===== config.mk =====
export PLATFORM = sky130hd
export DESIGN_NAME = regmap_unlock_ctrl
export DESIGN_NICKNAME = d
export VERILOG_FILES = /design/src/rtl/regmap_pkg.sv /design/src/rtl/sample_fifo.sv /design/src/rtl/mode_ctrl.sv /design/src/rtl/read_path.sv /design/src/rtl/regmap_unlock_ctrl.sv
export SDC_FILE = /design/constraint.sdc
export NUM_CORES = 1
export LEC_CHECK = 0
export BUFFER_PORTS_ARGS = -buffer_cell sky130_fd_sc_hd__buf_2
export CAP_MARGIN = 10
export CORE_ASPECT_RATIO = 2
export CORE_MARGIN = 2
export CORE_UTILIZATION = 50
export DETAILED_ROUTE_END_ITERATION = 10
export PLACE_DENSITY_LB_ADDON = 0.05
export SYNTH_ARGS = -nofsm -noshare
export SYNTH_HDL_FRONTEND = slang
export SYNTH_SLANG_ARGS = --single-unit

===== constraint.sdc =====
create_clock -name clk_i -period 2.5 [get_ports clk_i]
set_input_delay 0.5 -clock clk_i [delete_from_list [all_inputs] [get_ports clk_i]]
set_output_delay 0.5 -clock clk_i [all_outputs]
set_load 0.005 [all_outputs]

===== src/rtl/regmap_pkg.sv =====
package regmap_pkg;
  localparam int unsigned SAMPLE_W = 16;
  localparam logic [7:0] KEY_ENABLE  = 8'hA5;
  localparam logic [7:0] KEY_DISABLE = 8'hA6;

  typedef enum logic [1:0] {
    OFS_SAMPLE_LO = 2'd0,
    OFS_KEY_HI    = 2'd1,
    OFS_PAGE      = 2'd2,
    OFS_CFG       = 2'd3
  } ofs_e;

  typedef struct packed {
    logic unip_oe;
    logic se_diff_oe;
    logic unip;
    logic se_diff;
  } cfg_t;
endpackage


===== src/rtl/sample_fifo.sv =====
module sample_fifo #(
  parameter int unsigned DW    = 16,
  parameter int unsigned DEPTH = 4
) (
  input  logic          clk_i,
  input  logic          rst_ni,
  input  logic          clr_i,
  input  logic          push_i,
  input  logic [DW-1:0] data_i,
  input  logic          pop_i,
  output logic [DW-1:0] head_o,
  output logic          empty_o
);
  localparam int unsigned PW = (DEPTH > 1) ? $clog2(DEPTH) : 1;
  localparam int unsigned CW = $clog2(DEPTH + 1);

  logic [DW-1:0] mem_q [DEPTH];
  logic [PW-1:0] wr_q, rd_q;
  logic [CW-1:0] cnt_q;
  logic          full, do_push, do_pop;

  function automatic logic [PW-1:0] nxt(input logic [PW-1:0] p);
    return (p == PW'(DEPTH - 1)) ? '0 : p + 1'b1;
  endfunction

  assign full    = (cnt_q == CW'(DEPTH));
  assign empty_o = (cnt_q == '0);
  assign do_push = push_i && !full && !clr_i;
  assign do_pop  = pop_i && !empty_o && !clr_i;
  assign head_o  = mem_q[rd_q];

  always_ff @(posedge clk_i) begin
    if (do_push) mem_q[wr_q] <= data_i;
  end

  always_ff @(posedge clk_i or negedge rst_ni) begin
    if (!rst_ni) begin
      wr_q  <= '0;
      rd_q  <= '0;
      cnt_q <= '0;
    end else if (clr_i) begin
      wr_q  <= '0;
      rd_q  <= '0;
      cnt_q <= '0;
    end else begin
      if (do_push) wr_q <= nxt(wr_q);
      if (do_pop)  rd_q <= nxt(rd_q);
      cnt_q <= cnt_q + CW'(do_push) - CW'(do_pop);
    end
  end
endmodule


===== src/rtl/mode_ctrl.sv =====
module mode_ctrl
  import regmap_pkg::*;
#(
  parameter int unsigned ADDR_W = 4,
  parameter int unsigned PAGE_W = 4
) (
  input  logic              clk_i,
  input  logic              rst_ni,
  input  logic              wr_i,
  input  logic [ADDR_W-1:0] addr_i,
  input  logic [7:0]        wdata_i,
  output logic              key_wr_o,
  output logic              enh_o,
  output logic [PAGE_W-1:0] page_o,
  output cfg_t              cfg_o
);
  logic page_wr, cfg_wr;

  assign key_wr_o = wr_i && (addr_i == ADDR_W'(OFS_KEY_HI));
  assign page_wr  = wr_i && enh_o && (addr_i == ADDR_W'(OFS_PAGE));
  assign cfg_wr   = wr_i && enh_o && (addr_i == ADDR_W'(OFS_CFG));

  always_ff @(posedge clk_i or negedge rst_ni) begin
    if (!rst_ni) begin
      enh_o  <= 1'b0;
      page_o <= '0;
      cfg_o  <= '0;
    end else if (key_wr_o) begin
      if (wdata_i == KEY_ENABLE) begin
        enh_o <= 1'b1;
      end else if (wdata_i == KEY_DISABLE) begin
        enh_o  <= 1'b0;
        page_o <= '0;
        cfg_o  <= '0;  // pins back to inputs
      end
    end else if (page_wr) begin
      page_o <= wdata_i[PAGE_W-1:0];
    end else if (cfg_wr) begin
      cfg_o <= cfg_t'(wdata_i[3:0]);
    end
  end
endmodule


===== src/rtl/read_path.sv =====
module read_path
  import regmap_pkg::*;
#(
  parameter int unsigned ADDR_W = 4,
  parameter int unsigned PAGE_W = 4
) (
  input  logic                clk_i,
  input  logic                rst_ni,
  input  logic                rd_i,
  input  logic [ADDR_W-1:0]   addr_i,
  input  logic                clr_i,
  input  logic [SAMPLE_W-1:0] head_i,
  input  logic                empty_i,
  input  logic                enh_i,
  input  logic [PAGE_W-1:0]   page_i,
  input  cfg_t                cfg_i,
  output logic                pop_o,
  output logic [7:0]          rdata_o
);
  logic [SAMPLE_W-1:0] lat_q;
  logic                lat_vld_q;
  logic                rd_lo, rd_hi;

  assign rd_lo = rd_i && (addr_i == ADDR_W'(OFS_SAMPLE_LO));
  assign rd_hi = rd_i && (addr_i == ADDR_W'(OFS_KEY_HI));
  assign pop_o = rd_hi && lat_vld_q;

  always_ff @(posedge clk_i or negedge rst_ni) begin
    if (!rst_ni) begin
      rdata_o   <= '0;
      lat_q     <= '0;
      lat_vld_q <= 1'b0;
    end else begin
      if (rd_i) begin
        if (rd_lo) begin
          rdata_o <= empty_i ? 8'h00 : head_i[7:0];
        end else if (rd_hi) begin
          rdata_o <= lat_vld_q ? lat_q[15:8] : 8'h00;
        end else if (enh_i && addr_i == ADDR_W'(OFS_PAGE)) begin
          rdata_o <= 8'(page_i);
        end else if (enh_i && addr_i == ADDR_W'(OFS_CFG)) begin
          rdata_o <= {4'h0, cfg_i};
        end else begin
          rdata_o <= 8'h00;
        end
      end
      if (clr_i) begin
        lat_q     <= '0;
        lat_vld_q <= 1'b0;
      end else if (rd_lo) begin
        lat_q     <= empty_i ? '0 : head_i;
        lat_vld_q <= !empty_i;
      end else if (rd_hi) begin
        lat_vld_q <= 1'b0;
      end
    end
  end
endmodule


===== src/rtl/regmap_unlock_ctrl.sv =====
module regmap_unlock_ctrl
  import regmap_pkg::*;
#(
  parameter int unsigned ADDR_W = 4,
  parameter int unsigned PAGE_W = 4,
  parameter int unsigned DEPTH  = 4
) (
  input  logic                clk_i,
  input  logic                rst_ni,
  input  logic [ADDR_W-1:0]   bus_addr_i,
  input  logic                bus_wr_i,
  input  logic                bus_rd_i,
  input  logic [7:0]          bus_wdata_i,
  output logic [7:0]          bus_rdata_o,
  input  logic                sample_vld_i,
  input  logic [SAMPLE_W-1:0] sample_i,
  output logic                enh_en_o,
  output logic [PAGE_W-1:0]   page_o,
  output logic                se_diff_o,
  output logic                se_diff_oe_o,
  output logic                unip_o,
  output logic                unip_oe_o
);
  logic                key_wr, pop, empty;
  logic [SAMPLE_W-1:0] head;
  cfg_t                cfg;

  mode_ctrl #(.ADDR_W(ADDR_W), .PAGE_W(PAGE_W)) i_mode (
    .clk_i, .rst_ni,
    .wr_i     (bus_wr_i),
    .addr_i   (bus_addr_i),
    .wdata_i  (bus_wdata_i),
    .key_wr_o (key_wr),
    .enh_o    (enh_en_o),
    .page_o   (page_o),
    .cfg_o    (cfg)
  );

  sample_fifo #(.DW(SAMPLE_W), .DEPTH(DEPTH)) i_fifo (
    .clk_i, .rst_ni,
    .clr_i   (key_wr),
    .push_i  (sample_vld_i),
    .data_i  (sample_i),
    .pop_i   (pop),
    .head_o  (head),
    .empty_o (empty)
  );

  read_path #(.ADDR_W(ADDR_W), .PAGE_W(PAGE_W)) i_rd (
    .clk_i, .rst_ni,
    .rd_i    (bus_rd_i),
    .addr_i  (bus_addr_i),
    .clr_i   (key_wr),
    .head_i  (head),
    .empty_i (empty),
    .enh_i   (enh_en_o),
    .page_i  (page_o),
    .cfg_i   (cfg),
    .pop_o   (pop),
    .rdata_o (bus_rdata_o)
  );

  assign se_diff_o    = cfg.se_diff;
  assign unip_o       = cfg.unip;
  assign se_diff_oe_o = cfg.se_diff_oe;
  assign unip_oe_o    = cfg.unip_oe;
endmodule


; Word-level counts from Yosys, hierarchy flattened
; Memories as Yosys holds them, arrays and structs flattened.
; Cells that the tools add are included.
[classes]
n_addsub = 4
n_eq_ne = 11
muxes = 30
reduce_logical = 28
[ops]
columns = cell, n
row1 = 16-bit 2-to-1 mux, 3
row2 = 8-bit 2-to-1 mux, 5
row3 = 4-bit 2-to-1 mux, 8
row4 = "8-bit == test, second input constant", 2
row5 = 1-bit logical AND, 13
row6 = 2-bit 2-to-1 mux, 6
row7 = 2-bit nonzero test, 6
row8 = "4-bit by 2-bit == test with 1-bit output, second input constant", 2
row9 = 1-bit 2-to-1 mux, 7
row10 = "2-bit by 1-bit adder with 2-bit output, second input constant", 2
row11 = "2-bit == test, second input constant", 2
row12 = "4-bit by 1-bit == test with 1-bit output, second input constant", 1
row13 = 4-bit zero test, 1
row14 = "2-bit != test, second input constant", 2
row15 = 4-bit AND reduction, 1
row16 = 3-bit by 1-bit adder with 3-bit output, 1
row17 = "3-bit == test, second input constant", 1
row18 = 1-bit zero test, 3
row19 = 3-bit zero test, 1
row20 = 3-bit 2-to-1 mux, 1
row21 = 3-bit AND reduction, 1
row22 = 3-bit nonzero test, 1
row23 = 3-bit by 1-bit subtractor with 3-bit output, 1
row24 = "2-bit by 1-bit != test with 1-bit output, second input constant", 1
row25 = 2-bit AND reduction, 1
[word_totals]
ff_bits = 41
mem_bits_rw = 64
out_inout_bits = 17
mem_count = 1
[memory_table]
columns = memory, depth, word_bits, read_ports, rd_ports_with_merged_regs, wr, line
row1 = i_fifo.mem_q, 4, 16, 1, 0, 1, sample_fifo.sv:17  ; logic [DW-1:0] mem_q [DEPTH];

; Depth between registers and ports, before layout
[logic_depth]
ltp_word = 7
depth_mapped = 14

; By module
; Synthesis repeated with hierarchy kept, for this count alone.
[hier_totals]
cells_unflattened = 267
hier_area_um2 = 4185.3
[modules_own_cells]
columns = mod, n_inst, cells_per_inst, area_per_inst_um2, seq_area_each_um2
row1 = sample_fifo, 1, 131, 2821.5, 2097.0
row2 = read_path, 1, 88, 899.6, 425.4
row3 = mode_ctrl, 1, 48, 464.2, 225.2

; Worst setup path before layout
; Ideal clock, no wire load.
[synth_timing]
path_type = input-to-reg
from = input bus_rd_i
to = register i_fifo.cnt_q[2]
setup_time_ns = 0.086
t_arrival_ns = 2.772
t_required_ns = 2.414
path_slack_ns = -0.358
path_stages = 14
n_path_buf = 3
cell_sequence = buf_2 -> nor4b_1 -> buf_2 -> buf_2 -> nand3_1 -> nor2_1 -> ha_1 -> inv_1 -> ha_1 -> inv_1 -> fa_1 -> xor2_1 -> and2_1 -> nor3_1
[synth_via]
elab_chain_cells = 6
[synth_lines]
columns = element, line
row1 = start: declaration, regmap_unlock_ctrl.sv:12  ; input logic bus_rd_i,
row2 = 1-bit logical AND, read_path.sv:25  ; assign rd_hi = rd_i && (addr_i == ADDR_W'(OFS_KEY_HI));
row3 = 1-bit logical AND, read_path.sv:26  ; assign pop_o = rd_hi && lat_vld_q;
row4 = 1-bit logical AND (2 in series), sample_fifo.sv:29  ; assign do_pop = pop_i && !empty_o && !clr_i;
row5 = 3-bit by 1-bit subtractor with 3-bit output, sample_fifo.sv:48  ; cnt_q <= cnt_q + CW'(do_push) - CW'(do_pop);
row6 = 3-bit 2-to-1 mux, sample_fifo.sv:41  ; end else if (clr_i) begin
row7 = end signal: assignment, sample_fifo.sv:48
row8 = end: declaration, sample_fifo.sv:19  ; logic [CW-1:0] cnt_q;
; Every way passes these cells.
; A chain may end at the register's enable or synchronous reset.

; Final worst setup path
[layout_timing]
from = register i_fifo.cnt_q[0]
to = register i_fifo.cnt_q[2]
[layout_via]
elab_chain_cells = 7
word_cells_on_any_way = 11
[layout_lines]
columns = element, line
row1 = 3-bit == test, sample_fifo.sv:26  ; assign full = (cnt_q == CW'(DEPTH));
row2 = 1-bit zero test, sample_fifo.sv:28  ; assign do_push = push_i && !full && !clr_i;
row3 = 1-bit logical AND (2 in series), sample_fifo.sv:28
row4 = 3-bit by 1-bit adder with 3-bit output, sample_fifo.sv:48
row5 = 3-bit by 1-bit subtractor with 3-bit output *, sample_fifo.sv:48
row6 = 3-bit 2-to-1 mux *, sample_fifo.sv:41
; Every way passes the cells marked *; elsewhere a longest branch is shown, timed or not.

==> summary.txt <==
Most frequent cells in the layout: 64 x edfxtp_1, 49 x buf_2, 33 x dfrtp_1, 23 x buf_4, 16 x mux4_2
Horiz. Die Dim: 68.5 µm
Largest net degree at the start of global routing: 34
Vias: 2546
Family with the most delay on the worst path: simple AND/OR/NAND/NOR gates
Status: complete, no violations
Sw frac: 0.270
Number of routed nets with antenna violations: 0
Crit path kind: reg -> reg
Placeable Area: 8170 µm²
PostCTS Resize Cnt: 0
Starting Density: 0.509
Boundary Pins: 50
RSZ-0062 raised after global routing: false
First-pass GRT wire length: 13200 µm
Most common cell after layout, fill and taps aside: edfxtp_1
Worst-path fanout max: 4
Pwr/cell area: 885 nW/µm²
Worst hold path type: in -> async
Max-cap violations: 0
Worst-path cell chain: or3_1 -> nand3_1 -> nor2_1 -> ha_1 -> inv_1 -> ha_1 -> inv_1 -> fa_2 -> xor2_1 -> and2_1 -> nor3_2
Worst R2R Setup Slack: 0.21 ns
Synthesis-stage register bit count: 97
FP Rows: 47
Vias in the first global route: 2701
Cell Int Power: 3200 µW
Clk sinks: 97
Antenna violations before repair: 0
Area contributors post-synth: edfxtp_1 46%, dfrtp_1 20%, mux4_2 8.7%, ha_1 2.1%, nand4_1 2.1%
Top FF cell, synth: edfxtp_1
Ant diodes: 0
Register share of total power: 0.499
Crit path time final: 2.29 ns
Post-synthesis cell type count: 50
Peak supply drop: 0.589 mV
DR vias/cell: 5.77
First drt pass iteration count: 5
Largest family of logic cells by synthesized area: multiplexers
Req. time, crit path: 2.77 ns
Non-Filler Instances: 441
Dominant cell type by area after synthesis: edfxtp_1
IO buf count: 49
Worst slew margin relative to its limit: 0.472
Largest stage delay, worst path: 0.41 ns
WP buf/inv: 2
Worst slew pin tran: 0.792 ns
Leak Pwr: 0.00192 µW
Total CTS buffers: 9
Area Growth Syn to Fin: 18.8%
Synth top area share: 0.462
Final worst-path cycle share: 0.918
Endpoints failing setup: 0
Reg2reg end: i_fifo.cnt_q[2]
Synthesized Nets: 310
Comb power frac: 0.210
Gate Count Post-Synth: 269
Synth Cell Area: 4160 µm²
Final #Nets: 379
Final Max Tran Viols: 0
Share of cells above drive strength 1: 0.335
GRT Overall Usage: 0.202
R2R cell count: 11
CP startpoint kind: flip-flop
Ys Warns: 0
FF-to-FF Start: i_fifo.cnt_q[0]
Clock share of power: 0.291
WL final: 8250 µm
Insertion delay to the later sink of the worst-skew pair: 0.34 ns
Final HPWL DP: 5960 µm
GRT Residual Overflow: 0
Seq/Total Area, Yosys: 0.661
Clock transition at path regs: 0.07 ns
Adder-Cell Fraction of Synth Area: 0.0259
Final instance area: 4940 µm²
Routability cong.: 0.697
Root Buffer: clkbuf_16
Mux contribution to synthesized area: 0.107
Clk buf depth: 2
Asr flop ratio synth: 0.340
CTS tree: built
Starting DRT DRC Count: 108
Worst setup EP type: flip-flop
Number of synthesized flops with an enable pin: 64
Drt drc: 0
CTS Hold Buffers Added: 0
Synth Area in Simple Gates: 0.106
Synth Area per Inst: 15.5 µm²
Number of instances in the placed design: 425
Psw: 1180 µW
Slowest CP cell: dfrtp_1
Synth Area in XOR/XNOR: 0.00211
Worst EP arrival: 2.56 ns
DIE AREA: 9110 µm²
Post CTS Setup Buffer Count: 0
DR WL/cell: 18.7 µm
Die height: 133 µm
Placed Instance Area: 4660 µm²
Total power: 4380 µW
Highest clock rate: 0.436 GHz
Complex-gate fraction of the synthesized area: 0.0686
H-tree depth: 3
Worst clock skew: 0.00909 ns
Final Hold Vio Count: 0
==> layer usage <==
metal | track usage | wire length (µm) | share of wire
met4 | 0.0733 | 151 | 0.018
met5 | 0 | 0 | 0
met3 | 0.0459 | 321 | 0.039
met2 | 0.363 | 4700 | 0.57
met1 | 0.221 | 3080 | 0.37
==> flip-flops by register name, indices dropped and copies added (netlist names), 2 cells and up <==
name,count
i_fifo.mem_q,64
i_rd.lat_q,8
i_rd.rdata_o,8
i_mode.cfg_o,4
i_mode.page_o,4
i_fifo.cnt_q,3
i_fifo.rd_q,2
i_fifo.wr_q,2
==> worst max-delay path by stage <==
stage	startpoint	to	slack, ns	cells after the start
6_report	i_fifo.cnt_q[0]	i_fifo.cnt_q[2]	0.21	11
3_3_place_gp	bus_addr_i[3]	i_fifo.cnt_q[2]	-0.08	12
4_1_cts	i_fifo.cnt_q[0]	i_fifo.cnt_q[2]	0.15	11
3_5_place_dp	bus_addr_i[3]	i_fifo.cnt_q[2]	-0.09	12
5_1_grt	i_fifo.cnt_q[0]	i_fifo.cnt_q[2]	0.04	11
2_1_floorplan	bus_rd_i	i_fifo.cnt_q[2]	-0.06	14
==> power groups by stage <==
| stage | combinational, µW | sequential [µW] | clock (µW) |
|---|---|---|---|
| finish | 917 | 2190 | 1270 |
| floorplan | 598 | 2190 | 0 |
| detailed placement | 930 | 2220 | 0 |
| global placement | 922 | 2210 | 0 |
| global route | 1030 | 2220 | 1370 |
| CTS | 935 | 2190 | 1310 |
==> synth_stat cells (all sizes together) (2+ instances only) <==
cell type,instances
edfxtp,64
dfrtp,33
mux4,16
inv,14
nand4,14
nor2,14
nand3,10
buf,9
a22o,8
ha,7
nand2,6
o31ai,6
and3,5
clkbuf,5
a21oi,4
a31oi,4
a41oi,4
and2,4
mux2,4
mux2i,4
nor3,4
o41ai,4
nand2b,2
nor3b,2
nor4,2
o21ai,2
==> kinds of logic after synthesis <==
kind of cell / count (synthesis)
adder cells (fa/ha/maj): 8
XOR/XNOR: 1
multiplexers: 24
AND/OR/NAND/NOR: 73
AO/OA/AOI/OAI: 37
buffers and inverters: 29
flip-flops: 97
==> worst reg2reg max path: cells and delay by family, from the launching register on <==
| kind | cells | cell delay [ns] |
|---|---|---|
| AND/OR/NAND/NOR | 5 | 0.80 |
| adder cells (fa/ha/maj) | 3 | 0.75 |
| buffers and inverters | 2 | 0.10 |
| XOR/XNOR | 1 | 0.15 |
| flip-flops | 1 | 0.41 |
==> metrics by stage <==
step / setup WS [ns] / TNS [ns] / utilization / hold slack [ns]
3_5_place_dp: -0.0880 / -0.0880 / 0.570 / 0.495
4_1_cts: 0.155 / 0 / 0.604 / 0.246
6_report: 0.206 / 0 / 0.605 / 0.222
5_1_grt: 0.0365 / 0 / 0.605 / 0.288
3_3_place_gp: -0.0769 / -0.0769 / 0.570 / 0.482
2_1_floorplan: -0.0609 / -0.0609 / - / 0.204
==> layout make-up <==
cell class	instances	area (µm²)
fill	660	3230
multi-input combinational	143	1320
sequential	97	2750
inverter	15	56.3
clock buffer	11	243
clock inverter	5	38.8
tap	98	123
timing repair buffer	72	418
Note: power is estimated with default switching activity, not from simulation.
